--- src/rtl/bx_pkg.sv ---
package bx_pkg;
    // bit 1: A port drives, bit 0: B lanes drive
    typedef enum logic [1:0] {
        DRV_NONE   = 2'b00,
        DRV_B_ONLY = 2'b01,
        DRV_A_ONLY = 2'b10,
        DRV_BOTH   = 2'b11
    } drive_state_t;
endpackage

--- src/rtl/bx_drive_fsm.sv ---
module bx_drive_fsm #(
    parameter bit USE_RESET = 1'b1
) (
    input  logic clk,
    input  logic rst,
    input  logic oe_a_n,
    input  logic oe_b_n,
    output logic a_drive,
    output logic b_drive
);
    import bx_pkg::*;

    drive_state_t state_q;
    drive_state_t state_d;

    // next state: the enable pair just sampled names the target state
    always_comb begin
        unique case ({oe_a_n, oe_b_n})
            2'b11:   state_d = DRV_NONE;
            2'b10:   state_d = DRV_B_ONLY;
            2'b01:   state_d = DRV_A_ONLY;
            default: state_d = DRV_BOTH;
        endcase
    end

    always_ff @(posedge clk) begin
        if (USE_RESET && rst) state_q <= DRV_NONE;
        else                  state_q <= state_d;
    end

    always_comb begin
        unique case (state_q)
            DRV_NONE:   begin a_drive = 1'b0; b_drive = 1'b0; end
            DRV_B_ONLY: begin a_drive = 1'b0; b_drive = 1'b1; end
            DRV_A_ONLY: begin a_drive = 1'b1; b_drive = 1'b0; end
            default:    begin a_drive = 1'b1; b_drive = 1'b1; end
        endcase
    end

    a_r8_a_one_edge: assert property (@(posedge clk) disable iff (rst)
        1'b1 |=> a_drive == !$past(oe_a_n));
    a_r9_b_one_edge: assert property (@(posedge clk) disable iff (rst)
        1'b1 |=> b_drive == !$past(oe_b_n));
endmodule

--- src/rtl/bx_a2b_path.sv ---
module bx_a2b_path #(
    parameter int W            = 12,
    parameter int LANE1_STAGES = 2,
    parameter bit USE_RESET    = 1'b1
) (
    input  logic         clk,
    input  logic         rst,
    input  logic [W-1:0] a_in,
    input  logic         cap1_n,
    input  logic         cap2_n,
    output logic [W-1:0] lane1_out,
    output logic [W-1:0] lane2_out
);
    localparam int LAST = LANE1_STAGES - 1;

    logic [W-1:0] pipe_q [LANE1_STAGES];
    logic [W-1:0] lane2_q;

    for (genvar s = 0; s < LANE1_STAGES; s++) begin : g_stage
        logic [W-1:0] stage_in;
        if (s == 0) begin : g_head
            assign stage_in = a_in;
        end else begin : g_tail
            assign stage_in = pipe_q[s-1];
        end
        always_ff @(posedge clk) begin
            if (USE_RESET && rst) pipe_q[s] <= '0;
            else if (!cap1_n)     pipe_q[s] <= stage_in;
        end
    end

    always_ff @(posedge clk) begin
        if (USE_RESET && rst) lane2_q <= '0;
        else if (!cap2_n)     lane2_q <= a_in;
    end

    assign lane1_out = pipe_q[LAST];
    assign lane2_out = lane2_q;

    if (LANE1_STAGES == 2) begin : g_chk2
        a_r2_two_edges: assert property (@(posedge clk) disable iff (rst)
            (!cap1_n ##1 !cap1_n) |=> lane1_out == $past(a_in, 2));
    end
    a_r3_one_edge: assert property (@(posedge clk) disable iff (rst)
        !cap2_n |=> lane2_out == $past(a_in));
    a_r5_lane1_hold: assert property (@(posedge clk) disable iff (rst)
        cap1_n |=> $stable(lane1_out));
    a_r5_lane2_hold: assert property (@(posedge clk) disable iff (rst)
        cap2_n |=> $stable(lane2_out));
endmodule

--- src/rtl/bx_b2a_path.sv ---
module bx_b2a_path #(
    parameter int W         = 12,
    parameter bit USE_RESET = 1'b1
) (
    input  logic         clk,
    input  logic         rst,
    input  logic [W-1:0] l1_in,
    input  logic [W-1:0] l2_in,
    input  logic         l1_cap_n,
    input  logic         l2_cap_n,
    input  logic         sel_lane1,
    output logic [W-1:0] a_out
);
    logic [W-1:0] l1_q;
    logic [W-1:0] l2_q;
    logic         sel_q;

    always_ff @(posedge clk) begin
        if (USE_RESET && rst) begin
            l1_q  <= '0;
            l2_q  <= '0;
            sel_q <= 1'b0;
        end else begin
            if (!l1_cap_n) l1_q <= l1_in;
            if (!l2_cap_n) l2_q <= l2_in;
            sel_q <= sel_lane1;
        end
    end

    assign a_out = sel_q ? l1_q : l2_q;

    a_r7_pick_lane1: assert property (@(posedge clk) disable iff (rst)
        (!l1_cap_n && sel_lane1) |=> a_out == $past(l1_in));
    a_r7_pick_lane2: assert property (@(posedge clk) disable iff (rst)
        (!l2_cap_n && !sel_lane1) |=> a_out == $past(l2_in));
    a_r6_hold: assert property (@(posedge clk) disable iff (rst)
        (l1_cap_n && l2_cap_n && (sel_lane1 == sel_q)) |=> $stable(a_out));
endmodule

--- src/rtl/bus_exchanger_n2w.sv ---
module bus_exchanger_n2w #(
    parameter int W            = 12,
    parameter int LANE1_STAGES = 2,
    parameter bit USE_RESET    = 1'b1
) (
    input  logic         clk,
    input  logic         rst,
    input  logic [W-1:0] a_in,
    input  logic         a_cap1_n,
    input  logic         a_cap2_n,
    input  logic [W-1:0] b1_in,
    input  logic [W-1:0] b2_in,
    input  logic         b1_cap_n,
    input  logic         b2_cap_n,
    input  logic         sel_lane1,
    input  logic         oe_a_n,
    input  logic         oe_b_n,
    output logic [W-1:0] a_out,
    output logic         a_drive,
    output logic [W-1:0] b1_out,
    output logic         b1_drive,
    output logic [W-1:0] b2_out,
    output logic         b2_drive
);
    logic b_drive;

    bx_a2b_path #(.W(W), .LANE1_STAGES(LANE1_STAGES), .USE_RESET(USE_RESET)) u_a2b (
        .clk       (clk),
        .rst       (rst),
        .a_in      (a_in),
        .cap1_n    (a_cap1_n),
        .cap2_n    (a_cap2_n),
        .lane1_out (b1_out),
        .lane2_out (b2_out)
    );

    bx_b2a_path #(.W(W), .USE_RESET(USE_RESET)) u_b2a (
        .clk       (clk),
        .rst       (rst),
        .l1_in     (b1_in),
        .l2_in     (b2_in),
        .l1_cap_n  (b1_cap_n),
        .l2_cap_n  (b2_cap_n),
        .sel_lane1 (sel_lane1),
        .a_out     (a_out)
    );

    bx_drive_fsm #(.USE_RESET(USE_RESET)) u_drv (
        .clk     (clk),
        .rst     (rst),
        .oe_a_n  (oe_a_n),
        .oe_b_n  (oe_b_n),
        .a_drive (a_drive),
        .b_drive (b_drive)
    );

    assign b1_drive = b_drive;
    assign b2_drive = b_drive;

    a_r1_reset_quiet: assert property (@(posedge clk)
        (USE_RESET && rst) |=> (!a_drive && !b1_drive && !b2_drive && b1_out == '0 && b2_out == '0));
endmodule

--- config.mk ---
export PLATFORM = sky130hd
export DESIGN_NAME = bus_exchanger_n2w
export DESIGN_NICKNAME = d
export VERILOG_FILES = /design/src/rtl/bx_pkg.sv /design/src/rtl/bx_drive_fsm.sv /design/src/rtl/bx_a2b_path.sv /design/src/rtl/bx_b2a_path.sv /design/src/rtl/bus_exchanger_n2w.sv
export SDC_FILE = /design/constraint.sdc
export NUM_CORES = 1
export LEC_CHECK = 0
export BUFFER_PORTS_ARGS = -buffer_cell sky130_fd_sc_hd__buf_4
export CAP_MARGIN = 20
export CORE_MARGIN = 2
export CORE_UTILIZATION = 30
export CTS_CLUSTER_SIZE = 28
export DETAILED_ROUTE_END_ITERATION = 10
export GPL_TIMING_DRIVEN = 0
export SLEW_MARGIN = 10
export SYNTH_ARGS = -nofsm -noshare
export SYNTH_HDL_FRONTEND = slang
export SYNTH_SLANG_ARGS = --single-unit
--- constraint.sdc ---
create_clock -name clk -period 4 [get_ports clk]
set_clock_uncertainty 0.05 [all_clocks]
set_input_delay 0.8 -clock clk [delete_from_list [all_inputs] [get_ports clk]]
set_output_delay 0.8 -clock clk [all_outputs]
set_load 0.03 [all_outputs]
==> Yosys cells after proc, flatten, opt, wreduce, memory -nomap -nowiden <==
Memory sizes are Yosys's and may differ from the RTL's.
Cells that the tools add are included.
{ "totals": {"ff_bits": 39, "mem_bits_rw": 24, "input_bits": 45, "output_inout_bits": 39, "elab_cells": 27, "n_memories": 1} }
{ "mem_list": {"columns": ["memory", "depth", "word_bits", "rd", "rd_ports_with_merged_regs", "write_ports", "line_no", "text"], "rows": [
  ["u_a2b.pipe_q", 2, 12, 2, 0, 2, "bx_a2b_path.sv:16", "logic [W-1:0] pipe_q [LANE1_STAGES];"]
]} }
{ "op_classes": {"n_eq_ne": 5, "n_mux": 11, "n_bitwise": 2, "n_reduce_logical": 3} }
{ "ops": {"columns": ["cell", "count"], "rows": [
  ["$mux 12", 3],
  ["$mux 1", 7],
  ["$eq 2x2->1 const B", 3],
  ["$pmux 2 s3", 1],
  ["$eq 2x1->1 const B", 2],
  ["$reduce_or 2->1", 2],
  ["$logic_not 2->1", 1],
  ["$or 1x1->1", 2]
]} }

==> Depth between registers and ports, before layout <==
Gate-level depths: netlist (run 1).
{ "depth": {"depth_word": 4, "depth_mapped": 4, "ltp_nobuf": 2} }

==> Hierarchy <==
A second synthesis (run 1) with hierarchy kept.
{ "unflattened": {"cells_unflattened": 189, "hier_area_um2": 2398.6} }
{ "by_module_without_submodules": {"columns": ["module", "n_inst", "cells_each", "area_each_um2", "seq_area_each_um2"], "rows": [
  ["bx_a2b_path", 1, 90, 1315.0, 960.9],
  ["bx_b2a_path", 1, 92, 1021.0, 500.5],
  ["bx_drive_fsm", 1, 6, 55.1, 40.0],
  ["bus_exchanger_n2w", 1, 1, 7.5, 0.0]
]} }

==> Worst setup path before layout (run 1) <==
OpenSTA, ideal clock, no wires.
{ "synth_path": {"path_type": "input -> register", "start": "in rst", "end": "mem u_a2b.pipe_q[0][0], enable pin", "setup_ns": 0.384, "arrival_ns": 1.775, "t_required_ns": 3.566, "path_slack_ns": 1.791, "stages": 3, "path_buffers": 2, "cell_sequence": "buf_2 -> buf_2 -> nand2b_1"} }
{ "synth_rtl": {"columns": ["item", "line_no", "text"], "rows": [
  ["start, declared", "bus_exchanger_n2w.sv:7", "input logic rst,"],
  ["end, declared", "bx_a2b_path.sv:16", null]
]} }

==> Final worst setup path (run 1) <==
{ "layout_path": {"start": "reg u_b2a.sel_q", "end": "out a_out[8]"} }
{ "layout_between": {"elab_chain_len": 1} }
{ "layout_lines": {"columns": ["item", "line_no", "text"], "rows": [
  ["start, declared", "bx_b2a_path.sv:16", "logic sel_q;"],
  ["start signal, assigned", "bx_b2a_path.sv:26", "sel_q <= sel_lane1;"],
  ["$mux 12", "bx_b2a_path.sv:30", "assign a_out = sel_q ? l1_q : l2_q;"],
  ["end, declared", "bus_exchanger_n2w.sv:18", "output logic [W-1:0] a_out,"]
]} }
Every way passes these cells.

==> reports/qor.txt, run 1 <==
Status -> finished, final reports clean
Total nets after synthesis -> 235
Setup_tns -> 0 ns
Dominant cells by area after synthesis -> dfxtp_1 (32%), edfxtp_1 (30%), mux2i_1 (15%)
Placed cell area -> 3164 sq um
Design Area, Final -> 3368 sq um
CTS tree -> built
Peak supply drop -> 0.1389 mV
Hold crit path type -> reg2reg
Ports -> 84
Worst Hold Endpoint -> u_b2a.l2_q[9]
Max Transition Viols Final -> 0
# setup viols final -> 0
Gr usage total -> 11.46%
FF-to-FF path depth -> 1
R2r setup slk -> 3.20 ns
DR vias -> 1,613
Reg area -> 1501 sq um
Die width -> 93.84 um
GP Congestion -> 0.7129
Vias per inst -> 4.125
Initial Utilization -> 31.17%
Power Density -> 435.4 nW/um^2
Most frequent cells in the layout -> buf_4 (83), dfxtp_1 (39), nor2_1 (38)
Layout cells sized above 1 -> 42.21%
Max clock buf depth -> 2
Number of setup buffers added after CTS -> 0
Pin count of the biggest net entering global routing -> 25
HPWL Detailed -> 3.602 mm
First-pass GRT wire length -> 7.438 mm
Fmax -> 0.4376 GHz
Library cells used by synthesis -> 13
Die Y -> 93.84 um
Full die area -> 8805 sq um
Iteration-0 DRC Markers -> 46
CP Max Fanout -> 10
Pre-antenna DRT Iters -> 4
Hold_buf cts -> 0
Tcrit/Tclk final -> 57.13%
Slew @ Worst Pin -> 0.5285 ns
Final nets -> 329
Area of the multi-input gates -> 812.0 sq um
CP startpoint kind -> register
Synth area leader -> dfxtp_1
GRT Residual Overflow -> 0
RSZ-0062 raised after global routing -> false
Root buffer cell -> clkbuf_8
Area Growth Syn to Fin -> 39.12%
Post-synthesis sequential area ratio -> 62.02%
Commonest non-fill, non-tap cell in the layout -> buf_4
CP Class -> reg2out
Antenna violations before repair -> 0
Final Critical Period -> 2.285 ns
CTS H-Tree Depth -> 3
Cts bufs inserted -> 9
Final routed DRC violation total -> 0
Synth top area share -> 32.25%
Antenna Nets Post-Route -> 0
Mapped Cells -> 190
Avg Cell Area, Syn -> 12.74 sq um
Fillers -> 791
Leakage Power -> 1.568 nW
Clk slew on worst S/H paths -> 0.07 ns
Wire per inst -> 12.60 um
Post-CTS Resized -> 0
WL final -> 4.928 mm
Data arrival time of the worst path -> 1.44 ns
Hold Vio Cnt, Final -> 0
Worst skew pair latency -> 0.34 ns
Min-delay src -> u_b2a.l2_q[9]
Min-Delay Path Depth -> 2
Slew headroom -> 64.76%
Clock sinks -> 63
Vias in the first global route -> 1,489
Max-cap violations -> 0
Core area -> 7767 sq um
Reg-to-Reg End -> u_a2b.pipe_q[1][11]
CP Capture Type -> output pin
Placement row count -> 32
Syn Std Cell Area -> 2421 sq um
I/O Buffers -> 82
Critical path required time -> 3.15 ns
Number of diodes -> 0
Yosys reg bits -> 63
Reg-to-reg critical path startpoint -> u_a2b.pipe_q[0][11]
Ys Warns -> 0
## cells in the mapped netlist
master	count
nand2b_1	1
clkbuf_1	2
nor2_1	38
mux2i_1	36
nor2b_1	1
buf_2	5
buf_6	6
buf_4	1
nor2_4	1
edfxtp_1	24
dfxtp_1	39
and2_1	24
mux2_2	12
## power breakdown
group	leakage (nW)	total (mW)	internal (mW)	switching, mW
registers	0.584	0.723	0.708	0.0148
clock network	0.0859	0.529	0.284	0.244
logic	0.898	0.215	0.102	0.113
total	1.57	1.47	1.09	0.372
## how the worst max path moves through the flow
| stage | from | end | slack [ns] | cells after the start |
|---|---|---|---|---|
| floorplan | rst | u_a2b.pipe_q[0][0] | 1.79 | 3 |
| global placement | rst | u_a2b.pipe_q[1][4] | 1.42 | 3 |
| detailed placement | rst | u_a2b.pipe_q[1][4] | 1.45 | 3 |
| CTS | u_b2a.sel_q | a_out[8] | 1.69 | 3 |
| global route | u_b2a.sel_q | a_out[1] | 1.66 | 3 |
| finish | u_b2a.sel_q | a_out[8] | 1.71 | 3 |
## per-layer routing
metal	GRT usage, %	wire (um)
met5	0	0
met4	5.435	101
met3	4.655	288
met2	15.71	2177
met1	15.58	2361
## cell type report
class | instances | area share (%)
Timing Repair Buffer | 83 | 18.72
Sequential cell | 63 | 44.58
Tap cell | 102 | 3.789
Clock buffer | 10 | 3.789
Clock inverter | 6 | 1.820
Buffer | 14 | 3.195
Multi-Input combinational cell | 113 | 24.11
## cells by family (layout without fill, tap and decap cells)
kind of cell / after synthesis / in the layout / synth area share, %
buf+inv: 14 / 113 / 4.444
flops: 63 / 63 / 62.02
mux: 48 / 48 / 20.47
simple gates: 65 / 65 / 13.08
## state kept, by name, summed over array words and instances, names as in the netlist
name             cells
u_drv.state_q        2
u_a2b.pipe_q        24
u_b2a.l1_q          12
u_b2a.sel_q          1
u_a2b.lane2_out     12
u_b2a.l2_q          12
## stage by stage
stage | hold slack, ns | util (%) | instances | total power, mW | worst slack [ns]
floorplan | 0.4076 | - | 190 | 0.8606 | 1.791
global placement | 0.4219 | 40.74 | 374 | 0.9518 | 1.422
detailed placement | 0.4317 | 40.74 | 374 | 0.9536 | 1.446
CTS | 0.4498 | 43.17 | 390 | 1.486 | 1.687
global route | 0.4680 | 43.36 | 391 | 1.532 | 1.656
finish | 0.4443 | 43.36 | 391 | 1.466 | 1.715
## worst max-delay path: stages (launching register included)
cell and delay [ns]:
dfxtp_1 0.39, buf_6 0.18, mux2_2 0.36, buf_4 0.17
Note: power is estimated with default switching activity, not from simulation.
==> run 2: changes to the inputs <==
- ABC_AREA: unset -> 1
- clock period: 4 -> 1.9 ns (I/O delays scaled with it)
==> reports/qor.txt, run 2 <==
Status -> finished, final reports clean
Slew @ Worst Pin -> 0.5499 ns
Placed cell area -> 3382 sq um
Critical Path Source -> u_b2a.sel_q
CTS tree -> built
Max clock buf depth -> 2
Avg Cell Area, Syn -> 7.740 sq um
Max-cap violations -> 0
# placed instances -> 530
Full die area -> 9510 sq um
Layout cells sized above 1 -> 28.77%
Fillers -> 893
Power Total -> 3.112 mW
Post-synthesis sequential area ratio -> 57.22%
Slew headroom -> 63.21%
Wire per inst -> 10.40 um
CP Capture Type -> output pin
GRT Residual Overflow -> 0
Power Density -> 870.8 nW/um^2
Vias in the first global route -> 2,075
Ports -> 84
Fmax -> 0.5706 GHz
Ys flop type -> dfxtp_1
WL final -> 5.680 mm
Commonest cells in the netlist -> nor2_1 (89), nand2_1 (85), inv_1 (61), dfxtp_1 (39), edfxtp_1 (24)
Synth area leader -> dfxtp_1
First-pass GRT wire length -> 9.542 mm
Cts bufs inserted -> 9
Hold Vio Cnt, Final -> 0
Post-synth EDFFs -> 24
Reg-to-reg critical path startpoint -> u_a2b.pipe_q[0][3]
Leakage Power -> 1.824 nW
Area of the multi-input gates -> 789.5 sq um
Async S/R FF share, synth -> 0%
DR vias -> 2,189
Non-filler cells in the finished layout -> 546
I/O Buffers -> 83
Data arrival time of the worst path -> 1.32 ns
Yosys reg bits -> 63
Total nets after synthesis -> 384
# setup viols final -> 0
Die Y -> 97.52 um
Pre-antenna DRT Iters -> 4
Root buffer cell -> clkbuf_8
R2r setup slk -> 1.11 ns
Reg area -> 1503 sq um
Min-delay src -> oe_a_n
Peak supply drop -> 0.3370 mV
Hold crit path type -> in2reg
Critical path required time -> 1.47 ns
Final nets -> 478
Max Transition Viols Final -> 0
Placement row count -> 34
GP Congestion -> 0.7757
Syn Std Cell Area -> 2624 sq um
Mapped Cells -> 339
Largest register FFs -> 24
Gr usage total -> 12.64%
Final Critical Period -> 1.753 ns
Design Area, Final -> 3573 sq um
Final routed DRC violation total -> 0
RSZ-0062 raised after global routing -> false
Most frequent cells in the layout -> nor2_1 (89), nand2_1 (84), buf_4 (84)
Vias per inst -> 4.009
Worst skew pair latency -> 0.34 ns
Pin count of the biggest net entering global routing -> 25
Area Growth Syn to Fin -> 36.19%
Biggest register -> u_a2b.pipe_q
CTS H-Tree Depth -> 3
Iteration-0 DRC Markers -> 84
Worst hold slack -> 0.1417 ns
Hold_buf cts -> 0
Post-route core utilization -> 41.58%
HPWL Detailed -> 4.234 mm
Initial Utilization -> 30.53%
CP startpoint kind -> register
Ys Warns -> 0
Clk slew on worst S/H paths -> 0.07 ns
Tcrit/Tclk final -> 92.24%
CP Class -> reg2out
CP Max Fanout -> 10
Clock sinks -> 63
Dominant cells by area after synthesis -> dfxtp_1 (30%), edfxtp_1 (27%), nor2_1 (13%)
Library cells used by synthesis -> 14
Synth top area share -> 29.76%
Most numerous cell in the Yosys netlist -> nor2_1
Core area -> 8593 sq um
Commonest non-fill, non-tap cell in the layout -> nor2_1
Antenna Nets Post-Route -> 0
Antenna violations before repair -> 0
Die width -> 97.52 um
Number of diodes -> 0
run 2: cell count changes after synthesis, moves of 3 or more:
cell	change
nand2_1	+85
inv_1	+61
nor2_1	+51
mux2i_1	-36
and2_1	-24
mux2_2	-12
o21ai_0	+12
nor2_2	+9
buf_2	+5
buf_6	-3
run 2: path summary, 6_finish.rpt:
path / to / cells past startpoint
setup / recovery: a_out[9] / 3
hold / removal: u_drv.state_q[1] / 2
setup reg to reg: u_a2b.pipe_q[1][3] / 2
hold reg to reg: u_b2a.l1_q[0] / 4
run 2: area by class of cell:
| cell class | count | area share [%] |
|---|---|---|
| plain buffers | 17 | 2.976 |
| clock buffers | 11 | 4.272 |
| clock inverters | 5 | 0.8753 |
| inverters | 62 | 6.513 |
| multi-input cells | 197 | 22.09 |
| flip-flops and latches | 63 | 42.05 |
| well taps | 108 | 3.782 |
| repair buffers | 83 | 17.44 |
run 2: cells by family (layout without fill, tap and decap cells):
group,Yosys count,count (layout),share of synthesized area (%)
DFF,63,63,57.22
and+or+nand+nor,185,185,27.71
AOI/OAI and AO/OA,12,12,2.289
buffers and inverters,79,178,12.78
run 2: critical path, cell delays in order (launching register included):
cell      delay (ns)
dfxtp_2         0.34
clkbuf_2        0.17
o21ai_0         0.27
buf_4           0.21
run 2: timing repair:
action / 4_1_cts / 5_1_grt
pin swaps: 0 / 0
buffers inserted: 0 / 0
gates resized for setup: 1 / 3
gates cloned: 0 / 0
setup endpoints to repair: 1 / 22
run 2: power breakdown:
part	leakage, nW	total, mW	internal [mW]	switching (mW)
registers	0.589	1.53	1.50	0.0345
logic	1.15	0.517	0.209	0.309
clock network	0.0908	1.06	0.549	0.513
run 2: per-stage QoR:
| stage | TNS (ns) | setup WS (ns) |
|---|---|---|
| floorplan | 0 | 0.2720 |
| global placement | -4.884 | -0.2045 |
| detailed placement | -5.837 | -0.2443 |
| CTS | 0 | 0.07318 |
| global route | 0 | 0.03592 |
| finish | 0 | 0.1475 |
run 2: metal layers:
| layer | share of wire, % | track usage, % |
|---|---|---|
| met1 | 46 | 16.06 |
| met2 | 44 | 18.73 |
| met3 | 8.5 | 6.259 |
| met4 | 1.8 | 4.274 |
| met5 | 0 | 0 |
==> run 3: changes to the inputs <==
- CORE_UTILIZATION: 30 -> 40
- PLACE_DENSITY: unset -> 0.68
==> reports/qor.txt, run 3 (same netlist as run 2, synthesis figures left out) <==
Status -> finished, final reports clean
Max clock buf depth -> 2
CP Class -> reg2out
Iteration-0 DRC Markers -> 93
Slew headroom -> 39.88%
Pre-antenna DRT Iters -> 4
Final nets -> 478
First-pass GRT wire length -> 9.135 mm
FF-to-FF path depth -> 2
Initial Utilization -> 41.32%
Final routed DRC violation total -> 0
Peak supply drop -> 0.4484 mV
Ports -> 84
Most frequent cells in the layout -> nor2_1 (89), nand2_1 (85), buf_4 (84)
Reg-to-reg critical path startpoint -> u_a2b.pipe_q[0][2]
Core area -> 6350 sq um
R2r setup slk -> 1.11 ns
Hold Vio Cnt, Final -> 0
Number of setup buffers added after CTS -> 0
Tcrit/Tclk final -> 93.53%
Wire per inst -> 11.01 um
Antenna violations before repair -> 0
Hold crit path type -> in2reg
Pre-CTS WS -> -0.1821 ns
CP startpoint kind -> register
CTS tree -> built
Max Transition Viols Final -> 0
Fmax -> 0.5627 GHz
Power Density -> 940.6 nW/um^2
Setup_tns -> 0 ns
Critical path's slowest cell -> dfxtp_1
Family with the most delay on the worst path -> buffers and inverters
Worst path cell trace -> buf_2 -> nand2_1 -> o21ai_0 -> buf_4
Data arrival time of the worst path -> 1.35 ns
Die Y -> 84.99 um
Final Critical Period -> 1.777 ns
Post-route core utilization -> 56.16%
Worst skew pair latency -> 0.34 ns
CTS H-Tree Depth -> 3
Slowest Stage Delay on Critical Path -> 0.40 ns
CP Capture Point -> a_out[2]
Leakage Power -> 1.839 nW
Power Total -> 3.354 mW
WL final -> 5.672 mm
GP Congestion -> 0.8677
Max-cap violations -> 0
CP Capture Type -> output pin
Antenna Nets Post-Route -> 0
Root buffer cell -> clkbuf_8
Hold_buf cts -> 0
Slew @ Worst Pin -> 0.8996 ns
Placed cell area -> 3343 sq um
Clock sinks -> 63
Clk slew on worst S/H paths -> 0.08 ns
Instance count on the critical path -> 4
Placement row count -> 29
Largest register FFs -> 24
Number of diodes -> 0
Pin count of the biggest net entering global routing -> 25
CP Max Fanout -> 10
Vias in the first global route -> 1,963
Design Area, Final -> 3566 sq um
Cts bufs inserted -> 9
Bufs and invs on worst path -> 2
Critical Path Source -> u_b2a.sel_q
Vias per inst -> 4.122
Reg-to-Reg End -> u_a2b.pipe_q[1][2]
Gr usage total -> 16.47%
I/O Buffers -> 83
Area Growth Syn to Fin -> 35.91%
GRT Residual Overflow -> 0
DR vias -> 2,123
Commonest non-fill, non-tap cell in the layout -> nor2_1
# setup viols final -> 0
Critical path required time -> 1.47 ns
Min-Delay Path Depth -> 2
Layout cells sized above 1 -> 28.54%
Biggest register -> u_a2b.pipe_q
Full die area -> 7223 sq um
Worst setup margin -> 0.1229 ns
Die width -> 84.99 um
HPWL Detailed -> 4.144 mm
RSZ-0062 raised after global routing -> false
-- run 3: worst register-to-register path, cell delays in order (launching register included) --
cell and delay (ns):
edfxtp_1 0.38, inv_1 0.09, nor2_2 0.04
-- run 3: repair_timing --
item | in CTS | in global routing
endpoints found under the hold margin | 0 | 0
gates resized for setup | 0 | 2
endpoints found under the setup margin | 0 | 2
-- run 3: final cells by class --
type                       count  area, sq um
multi-input combinational    197        787.0
timing repair buffer          83        623.1
buffer                        17        103.9
sequential                    63         1501
clock inverter                 7        97.59
tap                           77        96.34
fill                         581         2784
inverter                      62        232.7
clock buffer                   9        123.9
-- run 3: how the worst min path moves through the flow --
stage / from / to / slack, ns
after global placement: u_a2b.lane2_out[9] / u_a2b.lane2_out[9] / 0.44
final: oe_b_n / u_drv.state_q[0] / 0.13
after global routing: oe_b_n / u_drv.state_q[0] / 0.12
after floorplan: oe_b_n / u_drv.state_q[0] / 0.40
after CTS: oe_b_n / u_drv.state_q[0] / 0.12
after detailed placement: u_b2a.l1_q[6] / u_b2a.l1_q[6] / 0.45
-- run 3: per-layer routing --
metal	global-route usage, %	vias to the layer above	wire length [um]
li1	-	1169	-
met1	21.24	883	2756
met2	25.28	56	2485
met3	4.377	15	264
met4	8.802	0	165
met5	0	-	0
-- run 3: report_power, final --
part	switching [mW]	leakage (nW)	internal [mW]
logic	0.310	1.14	0.208
clock network	0.562	0.105	0.740
registers	0.0370	0.588	1.50
-- run 3: metrics by stage --
step | cells | hold slack (ns)
final | 515 | 0.1298
after detailed placement | 499 | 0.4487
after floorplan | 339 | 0.3967
after global placement | 499 | 0.4435
after CTS | 515 | 0.1187
after global routing | 515 | 0.1227
